==> config.mk <==
export PLATFORM = sky130hd
export DESIGN_NAME = mrs_prog_unit
export DESIGN_NICKNAME = d
export VERILOG_FILES = /design/src/rtl/mrs_pkg.sv /design/src/rtl/mrs_cmd_decode.sv /design/src/rtl/mrs_busy_timer.sv /design/src/rtl/mrs_field_decode.sv /design/src/rtl/mrs_prog_unit.sv
export SDC_FILE = /design/constraint.sdc
export NUM_CORES = 1
export LEC_CHECK = 0
export BUFFER_PORTS_ARGS = -buffer_cell sky130_fd_sc_hd__buf_4
export CAP_MARGIN = 25
export CORE_MARGIN = 3
export CORE_UTILIZATION = 30
export DETAILED_ROUTE_END_ITERATION = 10
export HOLD_SLACK_MARGIN = 0.15
export PLACE_DENSITY = 0.58
export REMOVE_ABC_BUFFERS = 1
export SLEW_MARGIN = 20
export SYNTH_ARGS = -nofsm -noshare
export SYNTH_HDL_FRONTEND = slang
export SYNTH_SLANG_ARGS = --single-unit
==> constraint.sdc <==
create_clock -name clk -period 5.7 [get_ports clk]
set_clock_uncertainty 0.1 [all_clocks]
set_input_delay 0 -clock clk [delete_from_list [all_inputs] [get_ports clk]]
set_output_delay 0 -clock clk [all_outputs]
set_load 0.05 [all_outputs]
==> src/rtl/mrs_pkg.sv <==
package mrs_pkg;
  localparam int BL_LSB = 0;
  localparam int BT_BIT = 3;
  localparam int CL_LSB = 4;
  localparam int TM_BIT = 7;

  typedef enum logic [1:0] {
    TGT_MAIN = 2'b00,
    TGT_RSV1 = 2'b01,
    TGT_EXT  = 2'b10,
    TGT_RSV3 = 2'b11
  } mrs_tgt_e;

  typedef struct packed {
    logic [3:0] burst_len;
    logic       interleave;
    logic [2:0] cas_lat;
    logic       test_mode;
    logic       bl_rsv;
    logic       cl_rsv;
  } mode_fields_t;

  // burst length in beats, 0 for a reserved code
  function automatic logic [3:0] bl_from_code(input logic [2:0] code);
    case (code)
      3'b001:  return 4'd2;
      3'b010:  return 4'd4;
      3'b011:  return 4'd8;
      default: return 4'd0;
    endcase
  endfunction

  // read latency in cycles, 0 for a reserved code
  function automatic logic [2:0] cl_from_code(input logic [2:0] code);
    return (code == 3'b011) ? 3'd3 : 3'd0;
  endfunction
endpackage

==> src/rtl/mrs_cmd_decode.sv <==
module mrs_cmd_decode (
  input  logic clk,
  input  logic rst,
  input  logic cke,
  input  logic cs_n,
  input  logic ras_n,
  input  logic cas_n,
  input  logic we_n,
  output logic any_cmd,
  output logic lmr_cmd
);
  logic cke_q;
  logic live;

  always_ff @(posedge clk) begin
    if (rst) cke_q <= 1'b0;
    else     cke_q <= cke;
  end

  // clock enable must be high on this edge and the previous one
  assign live    = cke & cke_q & ~cs_n;
  assign any_cmd = live & ~(ras_n & cas_n & we_n);
  assign lmr_cmd = live & ~ras_n & ~cas_n & ~we_n;

  assert property (@(posedge clk) disable iff (rst)
    !cke_q |-> !any_cmd) else $error("assert_cke_gate_R1");
endmodule

==> src/rtl/mrs_busy_timer.sv <==
module mrs_busy_timer #(
  parameter int MRD_INIT = 2,
  parameter int MRD_RUN  = 4
) (
  input  logic clk,
  input  logic rst,
  input  logic start,
  input  logic start_main,
  output logic busy
);
  localparam int CW = $clog2(MRD_RUN + 1);

  logic [CW-1:0] cnt_q;
  logic          init_q;

  always_ff @(posedge clk) begin
    if (rst) begin
      cnt_q  <= '0;
      init_q <= 1'b0;
    end else begin
      if (start)
        cnt_q <= init_q ? CW'(MRD_RUN - 1) : CW'(MRD_INIT - 1);
      else if (cnt_q != '0)
        cnt_q <= cnt_q - 1'b1;
      if (start_main) init_q <= 1'b1;
    end
  end

  assign busy = (cnt_q != '0);

  assert property (@(posedge clk) disable iff (rst)
    start |=> busy) else $error("assert_busy_start_R10");
  assert property (@(posedge clk) disable iff (rst)
    cnt_q < CW'(MRD_RUN)) else $error("assert_busy_bound_R10");
  assert property (@(posedge clk) disable iff (rst)
    (busy && !start) |=> (cnt_q == $past(cnt_q) - 1'b1))
    else $error("assert_busy_count_R10");
endmodule

==> src/rtl/mrs_field_decode.sv <==
module mrs_field_decode
  import mrs_pkg::*;
#(
  parameter int ADDR_W = 12
) (
  input  logic [ADDR_W-1:0] word,
  output mode_fields_t      fields
);
  logic [2:0] bl_code;
  logic [2:0] cl_code;

  assign bl_code = word[BL_LSB +: 3];
  assign cl_code = word[CL_LSB +: 3];

  always_comb begin
    fields.burst_len  = bl_from_code(bl_code);
    fields.interleave = word[BT_BIT];
    fields.cas_lat    = cl_from_code(cl_code);
    fields.test_mode  = word[TM_BIT];
    fields.bl_rsv     = (fields.burst_len == 4'd0);
    fields.cl_rsv     = (fields.cas_lat == 3'd0);
  end
endmodule

==> src/rtl/mrs_prog_unit.sv <==
module mrs_prog_unit
  import mrs_pkg::*;
#(
  parameter int                ADDR_W      = 12,
  parameter int                BANKS       = 4,
  parameter int                MRD_INIT    = 2,
  parameter int                MRD_RUN     = 4,
  parameter logic [ADDR_W-1:0] EXT_DEFAULT = '0
) (
  input  logic              clk,
  input  logic              rst,
  input  logic              cke,
  input  logic              cs_n,
  input  logic              ras_n,
  input  logic              cas_n,
  input  logic              we_n,
  input  logic [ADDR_W-1:0] addr,
  input  logic [1:0]        ba,
  input  logic [BANKS-1:0]  bank_idle,
  output logic [ADDR_W-1:0] mode_word,
  output logic [3:0]        burst_len,
  output logic              burst_interleave,
  output logic [2:0]        cas_latency,
  output logic              test_mode,
  output logic              bl_reserved,
  output logic              cl_reserved,
  output logic              cfg_written,
  output logic              config_valid,
  output logic [ADDR_W-1:0] ext_mode,
  output logic              ext_valid,
  output logic              busy,
  output logic              timing_err,
  output logic              bank_err,
  output logic              tgt_err
);
  logic any_cmd, lmr_cmd;
  logic all_idle, rsv_tgt;
  logic viol, wr_ok, reject_tgt, reject_bank, accept_main, accept_ext;
  mode_fields_t fields;

  mrs_cmd_decode u_cmd (
    .clk(clk), .rst(rst), .cke(cke), .cs_n(cs_n), .ras_n(ras_n),
    .cas_n(cas_n), .we_n(we_n), .any_cmd(any_cmd), .lmr_cmd(lmr_cmd)
  );

  // named events, priority: busy, then target, then bank state
  assign all_idle    = &bank_idle;
  assign rsv_tgt     = (ba == TGT_RSV1) || (ba == TGT_RSV3);
  assign viol        = any_cmd & busy;
  assign wr_ok       = lmr_cmd & ~busy;
  assign reject_tgt  = wr_ok & rsv_tgt;
  assign reject_bank = wr_ok & ~rsv_tgt & ~all_idle;
  assign accept_main = wr_ok & all_idle & (ba == TGT_MAIN);
  assign accept_ext  = wr_ok & all_idle & (ba == TGT_EXT);

  mrs_busy_timer #(.MRD_INIT(MRD_INIT), .MRD_RUN(MRD_RUN)) u_timer (
    .clk(clk), .rst(rst), .start(accept_main | accept_ext),
    .start_main(accept_main), .busy(busy)
  );

  always_ff @(posedge clk) begin
    if (rst) begin
      mode_word   <= '0;
      cfg_written <= 1'b0;
      ext_mode    <= EXT_DEFAULT;
      ext_valid   <= 1'b0;
      timing_err  <= 1'b0;
      bank_err    <= 1'b0;
      tgt_err     <= 1'b0;
    end else begin
      timing_err <= viol;
      bank_err   <= reject_bank;
      tgt_err    <= reject_tgt;
      if (accept_main) begin
        mode_word   <= addr;
        cfg_written <= 1'b1;
        ext_mode    <= EXT_DEFAULT;
        ext_valid   <= 1'b0;
      end else if (accept_ext) begin
        ext_mode  <= addr;
        ext_valid <= 1'b1;
      end
    end
  end

  mrs_field_decode #(.ADDR_W(ADDR_W)) u_fields (.word(mode_word), .fields(fields));

  assign burst_len        = fields.burst_len;
  assign burst_interleave = fields.interleave;
  assign cas_latency      = fields.cas_lat;
  assign test_mode        = fields.test_mode;
  assign bl_reserved      = fields.bl_rsv;
  assign cl_reserved      = fields.cl_rsv;
  assign config_valid     = cfg_written & ~fields.bl_rsv & ~fields.cl_rsv;

  assert property (@(posedge clk) disable iff (rst)
    accept_main |=> (mode_word == $past(addr)) && cfg_written)
    else $error("assert_capture_R2");
  assert property (@(posedge clk) disable iff (rst)
    accept_ext |=> (ext_mode == $past(addr)) && ext_valid)
    else $error("assert_ext_capture_R7");
  assert property (@(posedge clk) disable iff (rst)
    reject_tgt |=> tgt_err && $stable(mode_word) && $stable(ext_mode) && !busy)
    else $error("assert_tgt_reject_R7");
  assert property (@(posedge clk) disable iff (rst)
    reject_bank |=> bank_err && $stable(mode_word) && $stable(ext_mode))
    else $error("assert_bank_reject_R8");
  assert property (@(posedge clk) disable iff (rst)
    accept_main |=> !ext_valid && (ext_mode == EXT_DEFAULT))
    else $error("assert_ext_clear_R9");
  assert property (@(posedge clk) disable iff (rst)
    viol |=> timing_err && $stable(mode_word) && $stable(ext_mode))
    else $error("assert_violation_R11");
  assert property (@(posedge clk) disable iff (rst)
    $onehot0({viol, reject_tgt, reject_bank, accept_main, accept_ext}))
    else $error("assert_exclusive_R8");
endmodule

; Word level (Yosys, flattened, before mapping)
; Cells that the tools add are included.
[classes]
addsub = 1
n_eq_ne = 7
mux = 5
bitwise = 29
n_reduce_logical = 8
[op_table]
columns = cell, n
row1 = $and A1 B1 Y1, 18
row2 = $pmux W4 S3, 1
row3 = $not A1 Y1, 10
row4 = $eq A3 B2 Y1 const B, 3
row5 = $mux W3, 2
row6 = $eq A2 B2 Y1 const B, 2
row7 = $logic_not A4 Y1, 1
row8 = $mux W2, 2
row9 = $reduce_and A4 Y1, 1
row10 = $eq A3 B1 Y1 const B, 1
row11 = $logic_not A3 Y1, 1
row12 = $reduce_bool A3 Y1, 1
row13 = $sub A3 B1 Y3 const B, 1
row14 = $eq A2 B1 Y1 const B, 1
row15 = $logic_not A2 Y1, 1
row16 = $reduce_bool A2 Y1, 1
row17 = $reduce_or A2 Y1, 1
row18 = $logic_or A1 B1 Y1, 1
row19 = $or A1 B1 Y1, 1
[word_totals]
regBits = 33
wordCells = 59

; Longest topological paths before layout
[logic_depth]
word_depth = 10
mapped_depth = 10
ltp_nobuf = 7

; Hierarchy
; Synthesis repeated with hierarchy kept, for this count alone.
[hier_totals]
hier_cells = 174
hier_area_um2 = 1614.0
[by_module_without_submodules]
columns = module, n_inst, cells_each, area_per_inst_um2, seq_area_each_um2
row1 = mrs_prog_unit, 1, 136, 1247.4, 580.6
row2 = mrs_busy_timer, 1, 21, 205.2, 80.1
row3 = mrs_field_decode, 1, 12, 90.1, 0.0
row4 = mrs_cmd_decode, 1, 5, 71.3, 20.0

; Worst setup path before layout
; No wires, ideal clock.
[synth_timing]
kind = reg2out
from = register mode_word[5]
to = output port config_valid
arrival_time_ns = 2.291
path_slack_ns = 3.309
stages_incl_launch_ff = 6
path_buffers = 0
path_cell_list = dfxtp_1 nand2_1 or2_2 inv_1 nand2_1 nor2_1
[synth_via]
elab_chain_cells = 5
[synth_rtl]
columns = element, line_no
row1 = start: declaration, mrs_prog_unit.sv:20  ; output logic [ADDR_W-1:0] mode_word,
row2 = start signal: assignment, mrs_prog_unit.sv:75  ; mode_word <= addr;
row3 = $eq A3 B2 Y1, mrs_pkg.sv:35  ; return (code == 3'b011) ? 3'd3 : 3'd0;
row4 = $mux W2, mrs_pkg.sv:35
row5 = $logic_not A3 Y1, mrs_field_decode.sv:21  ; fields.cl_rsv = (fields.cas_lat == 3'd0);
row6 = named net cl_reserved, mrs_prog_unit.sv:26  ; output logic cl_reserved,
row7 = $not A1 Y1, mrs_prog_unit.sv:94  ; assign config_valid = cfg_written & ~fields.bl_rsv & ~fields.cl_rsv;
row8 = $and A1 B1 Y1, mrs_prog_unit.sv:94
row9 = end: declaration, mrs_prog_unit.sv:28  ; output logic config_valid,
; The timed path passes the listed nets, and every way through them passes these cells.

; Worst setup path after layout
[layout_timing]
from = register u_timer.cnt_q[0]
to = register mode_word[7]
[layout_via]
elab_chain_cells = 5
[layout_rtl]
columns = element, line_no
row1 = start: declaration, mrs_busy_timer.sv:13  ; logic [CW-1:0] cnt_q;
row2 = start signal: assignment, mrs_busy_timer.sv:22  ; cnt_q <= init_q ? CW'(MRD_RUN - 1) : CW'(MRD_INIT - 1);
row3 = start signal: assignment, mrs_busy_timer.sv:24  ; cnt_q <= cnt_q - 1'b1;
row4 = $reduce_bool A3 Y1, mrs_busy_timer.sv:29  ; assign busy = (cnt_q != '0);
row5 = $not A1 Y1, mrs_prog_unit.sv:50  ; assign wr_ok = lmr_cmd & ~busy;
row6 = $and A1 B1 Y1, mrs_prog_unit.sv:50
row7 = $and A1 B1 Y1 (2 in a row), mrs_prog_unit.sv:53  ; assign accept_main = wr_ok & all_idle & (ba == TGT_MAIN);
; No other way between the ends.
; A chain may end at the register's enable or synchronous reset.

==> key figures <==
Pwr
  • Switch share: 29.8%
  • Max VDD drop: 0.114 mV
  • Gate power share: 22.4%
  • Power Density: 233 mW/mm^2
  • Net Sw Power: 0.159 mW
  • Sequential fraction of design power: 45.5%
  • Power Total: 0.533 mW
  • LEAKAGE: 0.986 nW
  • Internal cell power: 0.375 mW
  • Clock Power Share: 32.1%

GRT
  • GRT Max-Usage Layer: met2
  • First-pass GRT wire length: 6370 um
  • Met2 usage: 26.2%
  • Initial antenna violation count: 0
  • Largest net degree at the start of global routing: 21
  • Grt met3 use: 4.67%
  • GRT Total Usage: 15.0%
  • Total gr overflow: 0
  • Met1 usage: 17.5%
  • Vias in the first global route: 1403

Synthesis
  • Share of the synthesized area in the top cell type: 46.6%
  • Post-synth ARST share: 0%
  • Synth top area cells: dfxtp_1 47%, nand2_1 11%, a21oi_1 5.6%, a21oi_2 5.6%, nand3_1 4.2%
  • Post-synthesis cell type count: 32
  • Syn Std Cell Area: 0.00142 sq mm
  • Syn_area_per_cell: 8.49 sq um
  • Seq/Total Area, Yosys: 46.6%
  • Top cells by count, synth: 40 x nand2_1, 33 x dfxtp_1, 16 x a21oi_1
  • Mapped Cells: 167
  • Yosys warns: 0
  • Synthesized flop and latch total: 33
  • Most numerous cell in the Yosys netlist: nand2_1
  • Ys flop type: dfxtp_1
  • Largest area contributor in the netlist: dfxtp_1
  • Post-synth EDFFs: 0

Floorplanning
  • Core area: 0.00444 sq mm
  • Chip Height: 74.7 um
  • # IOs: 67
  • Initial Util: 31.9%
  • Die ar.: 0.00559 sq mm
  • Row cnt: 24
  • Die width: 74.7 um

Timing
  • Max Slew Vio Count: 0
  • Rel. slew slack: 55.0%
  • Final Hold Viols: 0
  • Setup ws final: 2890 ps
  • Worst-margin pin slew: 672 ps
  • RSZ-0062 raised after global routing: no
  • Final setup fails: 0
  • Tcrit/Tclk final: 49.3%
  • TNS Setup: 0 ps
  • Fin crit period: 2810 ps
  • Fmax: 356 MHz

Finish
  • Area delta synth->final: 61.5%
  • Fraction of layout cells with a size suffix above 1: 33.2%
  • Core Util, Final: 51.5%
  • Nets: 285
  • Antenna diodes: 0
  • Register Area: 661 sq um
  • Area of the multi-input gates: 634 sq um
  • Fill count: 446

Detailed routing
  • Drt initial violations: 45
  • DRC violations left: 0
  • Pre-antenna DRT Iters: 6
  • Post-Route WL: 4060 um
  • Detail Route Antenna Nets: 0
  • Wire per inst: 13.0 um
  • Via count: 1439
  • Vias/cell: 4.63

Critical path
  • Crit-path max FO: 12
  • Nature of the critical path endpoint: flip-flop
  • Worst setup path class: flip-flop to flip-flop
  • Critical path required time: 5770 ps
  • Worst path arrival time: 2880 ps
  • Startpoint Class: flip-flop

Clock network
  • Clock root cell: clkbuf_8
  • Clk slew on worst S/H paths: 70 ps
  • TritonCTS clock tree: done
  • Clock tree buffer depth: 2
  • Num CTS Buffers: 5
  • Clock H-tree levels: 2
  • Worst skew pair latency: 280 ps
  • CTS-repair resized insts: 0
  • Clock sink count: 33

Placement
  • Pre-CTS WS: 3300 ps
  • DP HPWL: 2630 um
  • IO Port Bufs: 64
  • Gp weighted congestion: 0.694

Outcome
  • Outcome: complete, no violations

Hold path
  • Hold Path Class: primary input to flip-flop

Run
  • Max_cap viols: 0
## worst max-delay path, stage by stage, from the launching register on
cell and delay (ps):
dfxtp_1 320, inv_1 60, ha_1 160, ha_1 310
and4b_4 310, nand4_1 540, nand2_1 240, a21oi_1 80
dlygate4sd3_1 570
## worst paths after layout
check | start | end | slack [ps] | depth (start not counted)
max | u_timer.cnt_q[0]$_SDFFE_PP0P_ | mode_word[7]$_SDFFE_PP0P_ | 2890 | 8
min | cas_n | u_timer.init_q$_SDFFE_PP0P_ | 350 | 5
max reg2reg | u_timer.cnt_q[0]$_SDFFE_PP0P_ | mode_word[7]$_SDFFE_PP0P_ | 2890 | 8
min reg2reg | ext_mode[0]$_SDFFE_PP0P_ | ext_mode[0]$_SDFFE_PP0P_ | 360 | 2
## power by group through the flow
stage | logic [mW] | clock network, mW | registers [mW]
floorplan | 0.0689 | 0 | 0.249
global route | 0.131 | 0.190 | 0.244
finish | 0.119 | 0.171 | 0.243
detailed placement | 0.108 | 0 | 0.248
CTS | 0.120 | 0.178 | 0.243
global placement | 0.106 | 0 | 0.248
## logic make-up after synthesis
group                    share of synthesized area, %
flip-flops                                       46.6
multiplexers                                    0.706
buffers and inverters                            8.91
AO/OA/AOI/OAI                                    13.8
other                                           0.265
adder cells (fa/ha/maj)                          1.76
XOR/XNOR                                        0.618
AND/OR/NAND/NOR                                  27.4
## layout make-up
cell class	count	share of cell area (%)
multi-input cells	114	27.7
inverters	6	0.984
clock buffers	5	3.01
repair buffers	98	35.8
well taps	52	2.84
clock inverters	3	0.765
flip-flops and latches	33	28.9
## state kept, by name, summed over array words and instances, names as in the netlist
signal,cells
mode_word,12
tgt_err,1
u_timer.cnt_q,3
timing_err,1
ext_mode,12
bank_err,1
u_cmd.cke_q,1
u_timer.init_q,1
ext_valid,1
## cell usage in the layout (no fill, tap or decap), types with 2 or more instances in the layout
cell type,synthesis,routed
buf_4,6,64
nand2_1,40,40
dlygate4sd3_1,0,34
dfxtp_1,33,33
a21oi_1,16,16
nand3_1,12,12
nor2_1,9,9
a21oi_2,9,9
inv_1,6,6
clkbuf_8,0,5
nor3b_1,3,3
and4_1,2,2
nor2b_1,2,2
nand4_1,2,2
ha_1,2,2
conb_1,1,2
clkinv_2,0,2
## metal layers
metal | vias up | routed length [um]
li1 | 732 | -
met1 | 656 | 1850
met2 | 49 | 1940
met3 | 2 | 245
met4 | 0 | 18
met5 | - | 0
## what timing repair did
action / CTS / global route
hold buffers: 34 / 0
hold endpoints to repair: 32 / 0
buffers inserted: 0 / 0
setup endpoints to repair: 0 / 0
## per-stage QoR
step | hold slack, ps | instance area, sq um | cells
after detailed placement | 104 | 1860 | 269
final | 349 | 2290 | 311
after global routing | 378 | 2290 | 311
after floorplan | -30.9 | 1320 | 153
after global placement | 105 | 1860 | 269
after CTS | 329 | 2290 | 311
Note: power is estimated with default switching activity, not from simulation.
